==> config.mk <==
export PLATFORM = sky130hd
export DESIGN_NAME = fault_supervisor
export DESIGN_NICKNAME = d
export VERILOG_FILES = /design/src/rtl/fsup_pkg.sv /design/src/rtl/fsup_filter.sv /design/src/rtl/fsup_protect.sv /design/src/rtl/fsup_regs.sv /design/src/rtl/fault_supervisor.sv
export SDC_FILE = /design/constraint.sdc
export NUM_CORES = 1
export LEC_CHECK = 0
export BUFFER_PORTS_ARGS = -buffer_cell sky130_fd_sc_hd__buf_4
export CAP_MARGIN = 20
export CELL_PAD_IN_SITES_DETAIL_PLACEMENT = 0
export CELL_PAD_IN_SITES_GLOBAL_PLACEMENT = 1
export CORE_ASPECT_RATIO = 0.6
export CORE_MARGIN = 4
export CORE_UTILIZATION = 44
export DETAILED_ROUTE_END_ITERATION = 10
export HOLD_SLACK_MARGIN = 0.08
export PLACE_DENSITY = 0.83
export SLEW_MARGIN = 20
export SYNTH_ARGS = -nofsm -noshare
export SYNTH_HDL_FRONTEND = slang
export SYNTH_SLANG_ARGS = --single-unit
export TNS_END_PERCENT = 100
==> constraint.sdc <==
create_clock -name clk -period 2.4 [get_ports clk]
set_input_delay 0.24 -clock clk [delete_from_list [all_inputs] [get_ports clk]]
set_output_delay 0.24 -clock clk [all_outputs]
set_load 0.005 [all_outputs]
==> src/rtl/fsup_pkg.sv <==
package fsup_pkg;

  typedef enum logic [1:0] {
    PS_RUN   = 2'd0,
    PS_HOLD  = 2'd1,
    PS_LATCH = 2'd2
  } prot_state_t;

  localparam int unsigned REG_W      = 8;
  localparam int unsigned BIT_EXT_OT = 3;
  localparam int unsigned BIT_DIE_OT = 6;

  localparam logic [1:0] ADDR_STATUS = 2'd0;
  localparam logic [1:0] ADDR_MASK   = 2'd1;
  localparam logic [1:0] ADDR_RESP   = 2'd2;
  localparam logic [1:0] ADDR_LIMIT  = 2'd3;

  // millivolts -> ADC code on a full-scale range of full_mv
  function automatic int unsigned mv_to_code(input int unsigned mv,
                                             input int unsigned full_mv,
                                             input int unsigned bits);
    return (mv * (32'd1 << bits)) / full_mv;
  endfunction

  // degrees C -> die temperature code
  function automatic int unsigned degc_to_code(input int unsigned degc,
                                               input int unsigned offset);
    return degc + offset;
  endfunction

endpackage

==> src/rtl/fsup_filter.sv <==
module fsup_filter #(
  parameter int unsigned PERSIST = 4
) (
  input  logic clk,
  input  logic rst_n,
  input  logic raw,
  output logic level
);
  localparam int unsigned CNT_W = $clog2(PERSIST) + 1;
  localparam logic [CNT_W-1:0] LAST = CNT_W'(PERSIST - 1);

  logic             s1, s2;
  logic [CNT_W-1:0] cnt;
  logic             differs;

  assign differs = (s2 != level);

  always_ff @(posedge clk or negedge rst_n) begin
    if (!rst_n) begin
      s1 <= 1'b0;
      s2 <= 1'b0;
    end else begin
      s1 <= raw;
      s2 <= s1;
    end
  end

  always_ff @(posedge clk or negedge rst_n) begin
    if (!rst_n) begin
      cnt   <= '0;
      level <= 1'b0;
    end else if (differs) begin
      if (cnt == LAST) begin
        level <= s2;
        cnt   <= '0;
      end else begin
        cnt <= cnt + 1'b1;
      end
    end else begin
      cnt <= '0;
    end
  end

  AST_PERSIST_MET: assert property (@(posedge clk) disable iff (!rst_n)
    $changed(level) |-> ($past(cnt) == LAST));

endmodule

==> src/rtl/fsup_protect.sv <==
module fsup_protect
  import fsup_pkg::*;
(
  input  logic clk,
  input  logic rst_n,
  input  logic cond,
  input  logic arm,
  input  logic latch_sel,
  output logic inhibit
);
  prot_state_t state, state_n;

  always_comb begin
    state_n = state;
    unique case (state)
      PS_RUN:   if (cond && arm) state_n = latch_sel ? PS_LATCH : PS_HOLD;
      PS_HOLD:  if (!cond)       state_n = PS_RUN;
      PS_LATCH: state_n = PS_LATCH;
      default:  state_n = PS_RUN;
    endcase
  end

  always_ff @(posedge clk or negedge rst_n) begin
    if (!rst_n) state <= PS_RUN;
    else        state <= state_n;
  end

  assign inhibit = (state != PS_RUN);

  AST_ARM_NEEDED: assert property (@(posedge clk) disable iff (!rst_n)
    $rose(inhibit) |-> $past(arm && cond));
  AST_HOLD_WHILE_COND: assert property (@(posedge clk) disable iff (!rst_n)
    (inhibit && cond) |=> inhibit);
  AST_LATCH_STICKS: assert property (@(posedge clk) disable iff (!rst_n)
    (state == PS_LATCH) |=> inhibit);

endmodule

==> src/rtl/fsup_regs.sv <==
module fsup_regs
  import fsup_pkg::*;
#(
  parameter int unsigned NTC_W     = 10,
  parameter int unsigned DATA_W    = 10,
  parameter int unsigned LIMIT_RST = 128
) (
  input  logic              clk,
  input  logic              rst_n,
  input  logic              wr_en,
  input  logic [1:0]        wr_addr,
  input  logic [DATA_W-1:0] wr_data,
  input  logic              clear_all,
  input  logic [REG_W-1:0]  set_vec,
  output logic [REG_W-1:0]  status,
  output logic [REG_W-1:0]  mask,
  output logic [REG_W-1:0]  resp,
  output logic [NTC_W-1:0]  limit
);
  logic [REG_W-1:0] clr_vec;

  always_comb begin
    clr_vec = {REG_W{clear_all}};
    if (wr_en && wr_addr == ADDR_STATUS) clr_vec = clr_vec | wr_data[REG_W-1:0];
  end

  always_ff @(posedge clk or negedge rst_n) begin
    if (!rst_n) begin
      status <= '0;
      mask   <= '1;
      resp   <= '0;
      limit  <= NTC_W'(LIMIT_RST);
    end else begin
      status <= (status & ~clr_vec) | set_vec;
      if (wr_en && wr_addr == ADDR_MASK)  mask  <= wr_data[REG_W-1:0];
      if (wr_en && wr_addr == ADDR_RESP)  resp  <= wr_data[REG_W-1:0];
      if (wr_en && wr_addr == ADDR_LIMIT) limit <= wr_data[NTC_W-1:0];
    end
  end

  AST_NO_SELF_CLEAR: assert property (@(posedge clk) disable iff (!rst_n)
    (($past(status) & ~status & ~$past(clr_vec)) == '0));
  AST_SET_WINS: assert property (@(posedge clk) disable iff (!rst_n)
    (($past(set_vec) & ~status) == '0));

endmodule

==> src/rtl/fault_supervisor.sv <==
module fault_supervisor
  import fsup_pkg::*;
#(
  parameter int unsigned NTC_W       = 10,
  parameter int unsigned DIE_W       = 8,
  parameter int unsigned FULL_MV     = 2400,
  parameter int unsigned NTC_TRIP_MV = 300,
  parameter int unsigned DIE_OFFSET  = 64,
  parameter int unsigned DIE_TRIP_C  = 160,
  parameter int unsigned DIE_HYST_C  = 15,
  parameter int unsigned PERSIST     = 4,
  parameter int unsigned DATA_W      = (NTC_W > REG_W) ? NTC_W : REG_W
) (
  input  logic              clk,
  input  logic              en_por_n,
  input  logic [NTC_W-1:0]  ntc_code,
  input  logic [DIE_W-1:0]  die_code,
  input  logic              ss_begun,
  input  logic              clear_all,
  input  logic              wr_en,
  input  logic [1:0]        wr_addr,
  input  logic [DATA_W-1:0] wr_data,
  output logic              alert_n,
  output logic              pwm_en,
  output logic              ss_restart,
  output logic [REG_W-1:0]  fault_flags
);
  localparam int unsigned LIMIT_RST = mv_to_code(NTC_TRIP_MV, FULL_MV, NTC_W);
  localparam logic [DIE_W-1:0] DIE_TRIP_CODE =
    DIE_W'(degc_to_code(DIE_TRIP_C, DIE_OFFSET));
  localparam logic [DIE_W-1:0] DIE_REL_CODE =
    DIE_W'(degc_to_code(DIE_TRIP_C - DIE_HYST_C, DIE_OFFSET));
  localparam int unsigned N_RAW = 3;
  localparam int unsigned IX_EXT = 0, IX_HOT = 1, IX_COOL = 2;

  logic [REG_W-1:0] status, mask, resp, set_vec;
  logic [NTC_W-1:0] limit;
  logic [N_RAW-1:0] raw_cond, filt_cond;
  logic             ext_f, die_hot_f, die_cool_f;
  logic             die_state;
  logic             ext_inhibit, die_inhibit;
  logic             pwm_q;

  // raw comparisons before synchronisation
  assign raw_cond[IX_EXT]  = ss_begun && (ntc_code < limit);
  assign raw_cond[IX_HOT]  = (die_code >= DIE_TRIP_CODE);
  assign raw_cond[IX_COOL] = (die_code <  DIE_REL_CODE);

  for (genvar g = 0; g < N_RAW; g++) begin : g_filt
    fsup_filter #(.PERSIST(PERSIST)) u_filt (
      .clk   (clk),
      .rst_n (en_por_n),
      .raw   (raw_cond[g]),
      .level (filt_cond[g])
    );
  end

  assign ext_f      = filt_cond[IX_EXT];
  assign die_hot_f  = filt_cond[IX_HOT];
  assign die_cool_f = filt_cond[IX_COOL];

  // die hysteresis state
  always_ff @(posedge clk or negedge en_por_n) begin
    if (!en_por_n)       die_state <= 1'b0;
    else if (die_hot_f)  die_state <= 1'b1;
    else if (die_cool_f) die_state <= 1'b0;
  end

  always_comb begin
    set_vec             = '0;
    set_vec[BIT_EXT_OT] = ext_f;
    set_vec[BIT_DIE_OT] = die_state;
  end

  fsup_regs #(
    .NTC_W     (NTC_W),
    .DATA_W    (DATA_W),
    .LIMIT_RST (LIMIT_RST)
  ) u_regs (
    .clk       (clk),
    .rst_n     (en_por_n),
    .wr_en     (wr_en),
    .wr_addr   (wr_addr),
    .wr_data   (wr_data),
    .clear_all (clear_all),
    .set_vec   (set_vec),
    .status    (status),
    .mask      (mask),
    .resp      (resp),
    .limit     (limit)
  );

  fsup_protect u_prot_ext (
    .clk       (clk),
    .rst_n     (en_por_n),
    .cond      (ext_f),
    .arm       (!mask[BIT_EXT_OT]),
    .latch_sel (resp[BIT_EXT_OT]),
    .inhibit   (ext_inhibit)
  );

  fsup_protect u_prot_die (
    .clk       (clk),
    .rst_n     (en_por_n),
    .cond      (die_state),
    .arm       (1'b1),
    .latch_sel (1'b0),
    .inhibit   (die_inhibit)
  );

  always_ff @(posedge clk or negedge en_por_n) begin
    if (!en_por_n) pwm_q <= 1'b1;
    else           pwm_q <= pwm_en;
  end

  assign pwm_en      = !(ext_inhibit || die_inhibit);
  assign ss_restart  = pwm_en && !pwm_q;
  assign alert_n     = (status == '0);
  assign fault_flags = status;

  AST_EXT_FLAGGED: assert property (@(posedge clk) disable iff (!en_por_n)
    $rose(ext_f) |=> fault_flags[BIT_EXT_OT]);
  AST_ALERT_NEEDS_CLEAR: assert property (@(posedge clk) disable iff (!en_por_n)
    $rose(alert_n) |-> $past(clear_all || (wr_en && wr_addr == ADDR_STATUS)));
  AST_RESTART_SINGLE: assert property (@(posedge clk) disable iff (!en_por_n)
    ss_restart |=> !ss_restart);
  AST_DIE_RELEASE: assert property (@(posedge clk) disable iff (!en_por_n)
    $fell(die_state) |-> $past(die_cool_f));
  AST_DIE_STOPS_PWM: assert property (@(posedge clk) disable iff (!en_por_n)
    die_state |=> !pwm_en);

endmodule

==> results by group, run 1 <==
Synthesis
  • Count of different cell masters after synthesis: 30
  • Compound-Gate Fraction of Synth Area: 0.0660
  • Seq cells post-synth: 44
  • Total number of yosys warnings: 0
  • Top-area cell type share of the netlist area: 0.546
  • Share of the synthesized netlist area taken by xor and xnor gates: 0.0140
  • Mux cell area share after synthesis: 0.0899
  • Sequential fraction of the synthesis area: 0.588
  • Main area contributors after synthesis: dfrtp_1 (55%), mux2_2 (9.0%), ha_1 (8.0%)
  • Net count of the mapped netlist: 196
  • Adder-cell share of the synthesized area: 0.0799
  • Area of the mapped netlist: 1880 um2
  • Gate count of the mapped netlist: 149
  • Cell accounting for the most synthesized area: dfrtp_1
  • Dominant combinational cell family by area after synthesis: simple AND/OR/NAND/NOR gates
  • Simple-Gate Fraction of Synth Area: 0.136
  • Average size of a mapped cell: 12.6 um2

Timing
  • Part of the cycle the worst path needs: 0.722
  • Highest achievable clock rate: 577 MHz
  • Slack of the critical path: 0.668 ns
  • Final number of setup-violating endpoints: 0
  • Final worst path period need: 1.73 ns
  • Worst-case clock skew: 0.00443 ns
  • Slew at the pin closest to its max-slew limit: 0.543 ns
  • Setup repair after global routing missed its margin: false
  • Setup TNS: 0 ns
  • Final hold slack: 0.114 ns
  • Headroom to the max-slew limit: 0.638
  • Number of hold-slack violations in the final timing report: 0
  • Count of final max-slew check failures: 0

Layout
  • Ant diodes: 0
  • Number of inserted filler cells in the final layout: 361
  • Register Area: 1100 um2
  • Area of the multi-input gates: 724 um2
  • Fraction of layout instances using a drive strength above 1: 0.360
  • Filler-free cell count of the finished design: 263
  • Syn-to-layout area delta: 27.4%
  • Total Nets Final: 249

Power
  • Total power divided by cell area: 755 nW/um2
  • Static Leakage: 1.21 nW
  • Max rail drop VDD: 0.000308 V

Worst setup path
  • Element type at the critical path end: output pin
  • Library cell contributing the largest single delay on the critical path: or4_1
  • Data required, critical path: 2.16 ns
  • Critical path startpoint category: register
  • Maximum single-stage delay on the critical path: 0.54 ns
  • Type of the setup path with the least slack: reg -> out
  • Maximum fanout along the worst path: 3
  • Critical path buffers and inverters: 1
  • Critical path cell sequence: or4_1 > nor2_1 > buf_4
  • Data arrival time at the worst-slack endpoint: 1.49 ns
  • Cell class contributing the biggest share of worst-path delay: simple AND/OR/NAND/NOR gates

Clock tree
  • Worst-skew pair later-pin latency: 0.29 ns
  • Cell at the root of the clock tree: clkbuf_8
  • Number of post-CTS setup repair buffers: 0
  • Number of levels the H-tree was split into: 2
  • TritonCTS clock tree: done
  • Total clock buffers created by CTS: 5
  • Clock-pin slew on the worst setup and hold paths: 0.08 ns
  • Worst-case clock buffer depth: 2
  • Clock sinks: 44

Die
  • Initial cell density of the core: 0.456
  • Std cell rows: 18
  • Die Span Y: 58.6 um
  • Horizontal die dimension: 92.3 um
  • Std-Cell Core Area: 4120 um2
  • Die outline area: 5410 um2
  • Count of boundary I/O pins: 46

Routing
  • Remaining DRCs: 0
  • Routed wirelength normalized by instance count: 13.8 um
  • Via count of the routed design: 1279
  • Count of routing violations after the opening detailed-route iteration: 37
  • First-pass iteration count of the detailed router: 4
  • Routed Wire Length: 3640 um
  • Vias per cell: 4.86
  • Post-DRT Antenna Nets: 0

Global route
  • Initial antenna violation count: 0
  • Global-route layer with the greatest usage: met2
  • M1 GR Usage: 0.193
  • Number of global-route vias before repair: 1366
  • Global-route congestion overflow total: 0
  • Wire length of the first global-routing pass: 6240 um
  • Met3 layer usage reported by global route: 0.0358
  • Gr usage total: 0.149
  • GR Layer Usage met2: 0.251
  • Largest net degree at the start of global routing: 45

Flow run
  • Maximum Capacitance Violations: 0

Hold path
  • Hold Path Class: in -> reg

Outcome
  • Status: finished, final reports clean

Placement
  • Post-place setup slack: 0.868 ns
  • Detail Placement HPWL: 2850 um
  • Routability-driven placement congestion ratio: 0.799
  • Number of buffer cells added on primary ports: 45
  • Number of cells in the design after placement: 254
final timing paths:
| check | startpoint | endpoint | slack (ns) | cells after the start |
|---|---|---|---|---|
| hold / removal | wr_data[2] | u_regs.status[2] | 0.11 | 2 |
| max in group asynchronous | en_por_n | u_regs.status[0] | 1.55 | 2 |
| min in group asynchronous | en_por_n | u_prot_die.state[0] | 0.47 | 2 |
| setup / recovery | u_regs.status[0] | alert_n | 0.67 | 3 |
| hold reg to reg | g_filt[0].u_filt.s1 | g_filt[0].u_filt.s2 | 0.35 | 0 |
| setup reg to reg | u_regs.limit[7] | g_filt[0].u_filt.s1 | 0.87 | 5 |
per-layer routing:
| metal | share of wire | vias to the layer above |
|---|---|---|
| li1 | - | 622 |
| met1 | 0.46 | 619 |
| met2 | 0.48 | 35 |
| met3 | 0.052 | 3 |
| met4 | 0.0063 | 0 |
| met5 | 0 | - |
power breakdown:
part | internal [W] | leakage (nW) | switching [W]
sequential | 0.000873 | 0.560 | 0.0000737
combinational | 0.000228 | 0.598 | 0.000170
clock | 0.000229 | 0.0510 | 0.000234
total | 0.00133 | 1.21 | 0.000478
flip-flops by register name (all words and copies together), names as in the netlist:
register             cells
u_regs.resp              1
u_prot_ext.state         2
g_filt.u_filt.s2         3
pwm_q                    1
die_state                1
u_regs.limit            10
g_filt.u_filt.level      3
u_regs.status            8
g_filt.u_filt.s1         3
u_prot_die.state         2
g_filt.u_filt.cnt        9
u_regs.mask              1
cells in the final DEF, fill, tap and decap left out, types with 2 or more instances in the layout:
master,count
dfstp_2,3
or4_1,2
buf_4,45
xnor2_1,3
a21o_1,2
dfrtp_1,41
ha_1,12
nor2_1,6
mux2_2,15
a31o_1,2
clkinv_2,2
nor3b_1,5
inv_1,13
nand2_1,9
clkbuf_8,6
nand2b_1,2
nor2b_1,7
nand4_1,2
nor3_1,3
a21oi_1,9
repair_timing:
item | CTS | global route
endpoints found under the hold margin | 41 | 0
gates resized for setup | 0 | 0
hold buffers | 1 | 0
through the flow:
stage	instance area (um2)	power, W	util
6_report	2390	0.00181	0.581
5_1_grt	2390	0.00193	0.581
4_1_cts	2390	0.00184	0.581
3_5_place_dp	2290	0.00137	0.556
3_3_place_gp	2290	0.00134	0.556
2_1_floorplan	1880	0.00118	-
cells in the mapped netlist:
| cell type | number |
|---|---|
| nand2b_1 | 2 |
| nor3b_4 | 1 |
| xnor2_1 | 3 |
| inv_1 | 13 |
| nor4_1 | 1 |
| nand3_1 | 1 |
| or4_1 | 2 |
| nor3b_1 | 5 |
| a211oi_1 | 1 |
| o211ai_1 | 1 |
| nand3b_1 | 1 |
| a31oi_1 | 1 |
| a31o_1 | 2 |
| nor3_1 | 3 |
| nor2b_1 | 7 |
| nor2_1 | 6 |
| mux2_2 | 15 |
| and3b_1 | 1 |
| o21ai_0 | 1 |
| ha_1 | 12 |
| dfstp_2 | 3 |
| nand4_1 | 2 |
| nand3_2 | 1 |
| o311ai_0 | 1 |
| a21oi_1 | 9 |
| dfrtp_1 | 41 |
| o41a_1 | 1 |
| and3_1 | 1 |
| a21o_1 | 2 |
| nand2_1 | 9 |
final cells by class:
type / instances / area share
flip-flops and latches: 44 / 0.462
multi-input cells: 92 / 0.303
repair buffers: 46 / 0.145
clock buffers: 6 / 0.0345
well taps: 60 / 0.0314
inverters: 13 / 0.0204
clock inverters: 2 / 0.00418
cells by family after synthesis:
group | Yosys count
flip-flops | 44
AND/OR/NAND/NOR | 43
AO/OA/AOI/OAI | 19
multiplexers | 15
buffers and inverters | 13
adder cells (fa/ha/maj) | 12
XOR/XNOR | 3
No activity file was read; power rests on OpenSTA's default activity.
==> run 2: changes to the inputs <==
--- a/config.mk
+++ b/config.mk
@@ -11,10 +11,10 @@
 export CELL_PAD_IN_SITES_GLOBAL_PLACEMENT = 1
 export CORE_ASPECT_RATIO = 0.6
 export CORE_MARGIN = 4
-export CORE_UTILIZATION = 44
+export CORE_UTILIZATION = 41
 export DETAILED_ROUTE_END_ITERATION = 10
 export HOLD_SLACK_MARGIN = 0.08
-export PLACE_DENSITY = 0.83
+export PLACE_DENSITY = 0.79
 export SLEW_MARGIN = 20
 export SYNTH_ARGS = -nofsm -noshare
 export SYNTH_HDL_FRONTEND = slang
==> constraint.sdc (replaced) <==
create_clock -name clk -period 1.64 [get_ports clk]
set_input_delay 0.164 -clock clk [delete_from_list [all_inputs] [get_ports clk]]
set_output_delay 0.164 -clock clk [all_outputs]
set_load 0.005 [all_outputs]
==> run 2 against run 1 <==
Net effect: non-clock buffer count grew 10; clock power grew 59%; worst setup slack lost 0.64 ns; count of clock-buffer cells in the layout grew 2; clock skew grew 0.0025 ns; sequential cell count is the same; register-to-register slack lost 0.76 ns; cell count grew 3.8%; global-route usage grew 0.53 points; critical path depth is the same; critical path type unchanged; largest cell class unchanged; largest power group unchanged.
==> results by group, run 2 (synthesis results as in run 1) <==
Worst setup path
  • Element type at the critical path end: output pin
  • Source of the worst register-to-register timing path: u_regs.limit[7]
  • Worst Setup EP: alert_n
  • Worst R2R End: g_filt[0].u_filt.s1
  • FF-to-FF setup slack: 0.11 ns
  • Data arrival time at the worst-slack endpoint: 1.45 ns
  • Crit path launch: u_regs.status[5]
  • Type of the setup path with the least slack: reg -> out
  • Worst Reg-to-Reg Cells: 5
  • Critical path startpoint category: register
  • Maximum fanout along the worst path: 3
  • Data required, critical path: 1.48 ns

Layout
  • Syn-to-layout area delta: 33.4%
  • Largest registers: u_regs.limit x10, g_filt.u_filt.cnt x9, u_regs.status x8
  • Most frequent standard cell in the layout excluding fill and tap cells: buf_4
  • Cell area after layout: 2510 um2
  • Total Nets Final: 259
  • Largest register by flop count: u_regs.limit
  • Commonest non-fill, non-tap cells in the layout: buf_4 (47), dfrtp_1 (41), mux2_2 (15)
  • Max reg flops: 10
  • Fraction of layout instances using a drive strength above 1: 0.357
  • Utilization of the core after routing: 0.589
  • Ant diodes: 0

Placement
  • Routability-driven placement congestion ratio: 0.757
  • Post-place setup slack: 0.113 ns
  • Post-placement cell area: 2290 um2
  • Number of buffer cells added on primary ports: 45
  • Detail Placement HPWL: 3020 um

Hold path
  • Hold Path Class: in -> reg
  • Cell depth of the worst hold path: 2

Routing
  • Count of routing violations after the opening detailed-route iteration: 17
  • Post-DRT Antenna Nets: 0
  • Via count of the routed design: 1333
  • Routed Wire Length: 3940 um
  • First-pass iteration count of the detailed router: 4
  • Routed wirelength normalized by instance count: 14.4 um
  • Vias per cell: 4.88
  • Remaining DRCs: 0

Die
  • Horizontal die dimension: 95.4 um
  • Std cell rows: 18
  • Std-Cell Core Area: 4260 um2
  • Count of boundary I/O pins: 46
  • Die Span Y: 60.4 um
  • Die outline area: 5760 um2
  • Initial cell density of the core: 0.441

Outcome
  • Status: finished, final reports clean

Global route
  • Largest net degree at the start of global routing: 45
  • Global-route congestion overflow total: 0
  • Number of global-route vias before repair: 1435
  • Wire length of the first global-routing pass: 6530 um
  • Initial antenna violation count: 0
  • Gr usage total: 0.154

Timing
  • Final hold slack: 0.105 ns
  • Setup repair after global routing missed its margin: true
  • Final worst path period need: 1.61 ns
  • Highest achievable clock rate: 619 MHz
  • Number of hold-slack violations in the final timing report: 0
  • Worst-case clock skew: 0.00694 ns
  • Slack of the critical path: 0.0257 ns
  • Headroom to the max-slew limit: 0.638
  • Slew at the pin closest to its max-slew limit: 0.543 ns
  • Count of final max-slew check failures: 0
  • Final number of setup-violating endpoints: 0
  • Part of the cycle the worst path needs: 0.984
  • Setup TNS: 0 ns

Clock tree
  • TritonCTS clock tree: done
  • Worst-skew pair later-pin latency: 0.30 ns
  • Cell at the root of the clock tree: clkbuf_8
  • Clock-pin slew on the worst setup and hold paths: 0.08 ns
  • Total clock buffers created by CTS: 5
  • Worst-case clock buffer depth: 2
  • Clock sinks: 44
  • Number of levels the H-tree was split into: 2

Flow run
  • Maximum Capacitance Violations: 0

Power
  • Max rail drop VDD: 0.000468 V
  • Static Leakage: 1.25 nW
  • Total power divided by cell area: 1100 nW/um2
==> run 2: final cells by class <==
| type | instances | area, um2 |
|---|---|---|
| clock buffers | 8 | 100 |
| flip-flops and latches | 44 | 1100 |
| inverters | 13 | 48.8 |
| multi-input cells | 92 | 734 |
| repair buffers | 56 | 443 |
| fillers | 365 | 1750 |
| well taps | 60 | 75.1 |
==> run 2: repair_timing <==
action | in CTS | in global routing
pin swaps | 1 | 0
endpoints found under the hold margin | 48 | 0
setup buffers | 0 | 2
gates resized for setup | 2 | 0
hold buffers | 9 | 0
endpoints found under the setup margin | 2 | 1
==> run 2: report_power, final <==
part | leakage, nW | internal (W) | switching [W] | total (W)
logic | 0.642 | 0.000357 | 0.000258 | 0.000615
registers | 0.560 | 0.00128 | 0.000118 | 0.00139
clock network | 0.0515 | 0.000384 | 0.000352 | 0.000736
total | 1.25 | 0.00202 | 0.000727 | 0.00275
==> run 2: critical path: stages (launching register included) <==
cell	delay, ns
dfrtp_1	0.41
or4_1	0.52
nor2_1	0.11
buf_4	0.12
==> run 2: per-stage QoR <==
step / cells / power (W)
after detailed placement: 254 / 0.00201
after global placement: 254 / 0.00196
final: 273 / 0.00275
after global routing: 273 / 0.00292
after CTS: 271 / 0.00278
after floorplan: 149 / 0.00173
==> run 2: worst min path at each step <==
stage                          start                 endpoint  slack (ns)
after CTS                 wr_data[9]          u_regs.limit[9]        0.10
final                     wr_data[9]          u_regs.limit[9]        0.10
after detailed placement    en_por_n          u_regs.limit[8]        0.19
after floorplan             en_por_n                die_state       -0.13
after global placement      en_por_n  g_filt[1].u_filt.cnt[0]        0.18
after global routing      wr_data[9]          u_regs.limit[9]        0.11
==> run 2: per-layer routing <==
layer / track usage / vias up / wire length (um)
met4: 0.0688 / 0 / 78
met1: 0.193 / 647 / 1780
met5: 0 / - / 0
met3: 0.0508 / 7 / 237
met2: 0.249 / 34 / 1840
li1: - / 645 / -
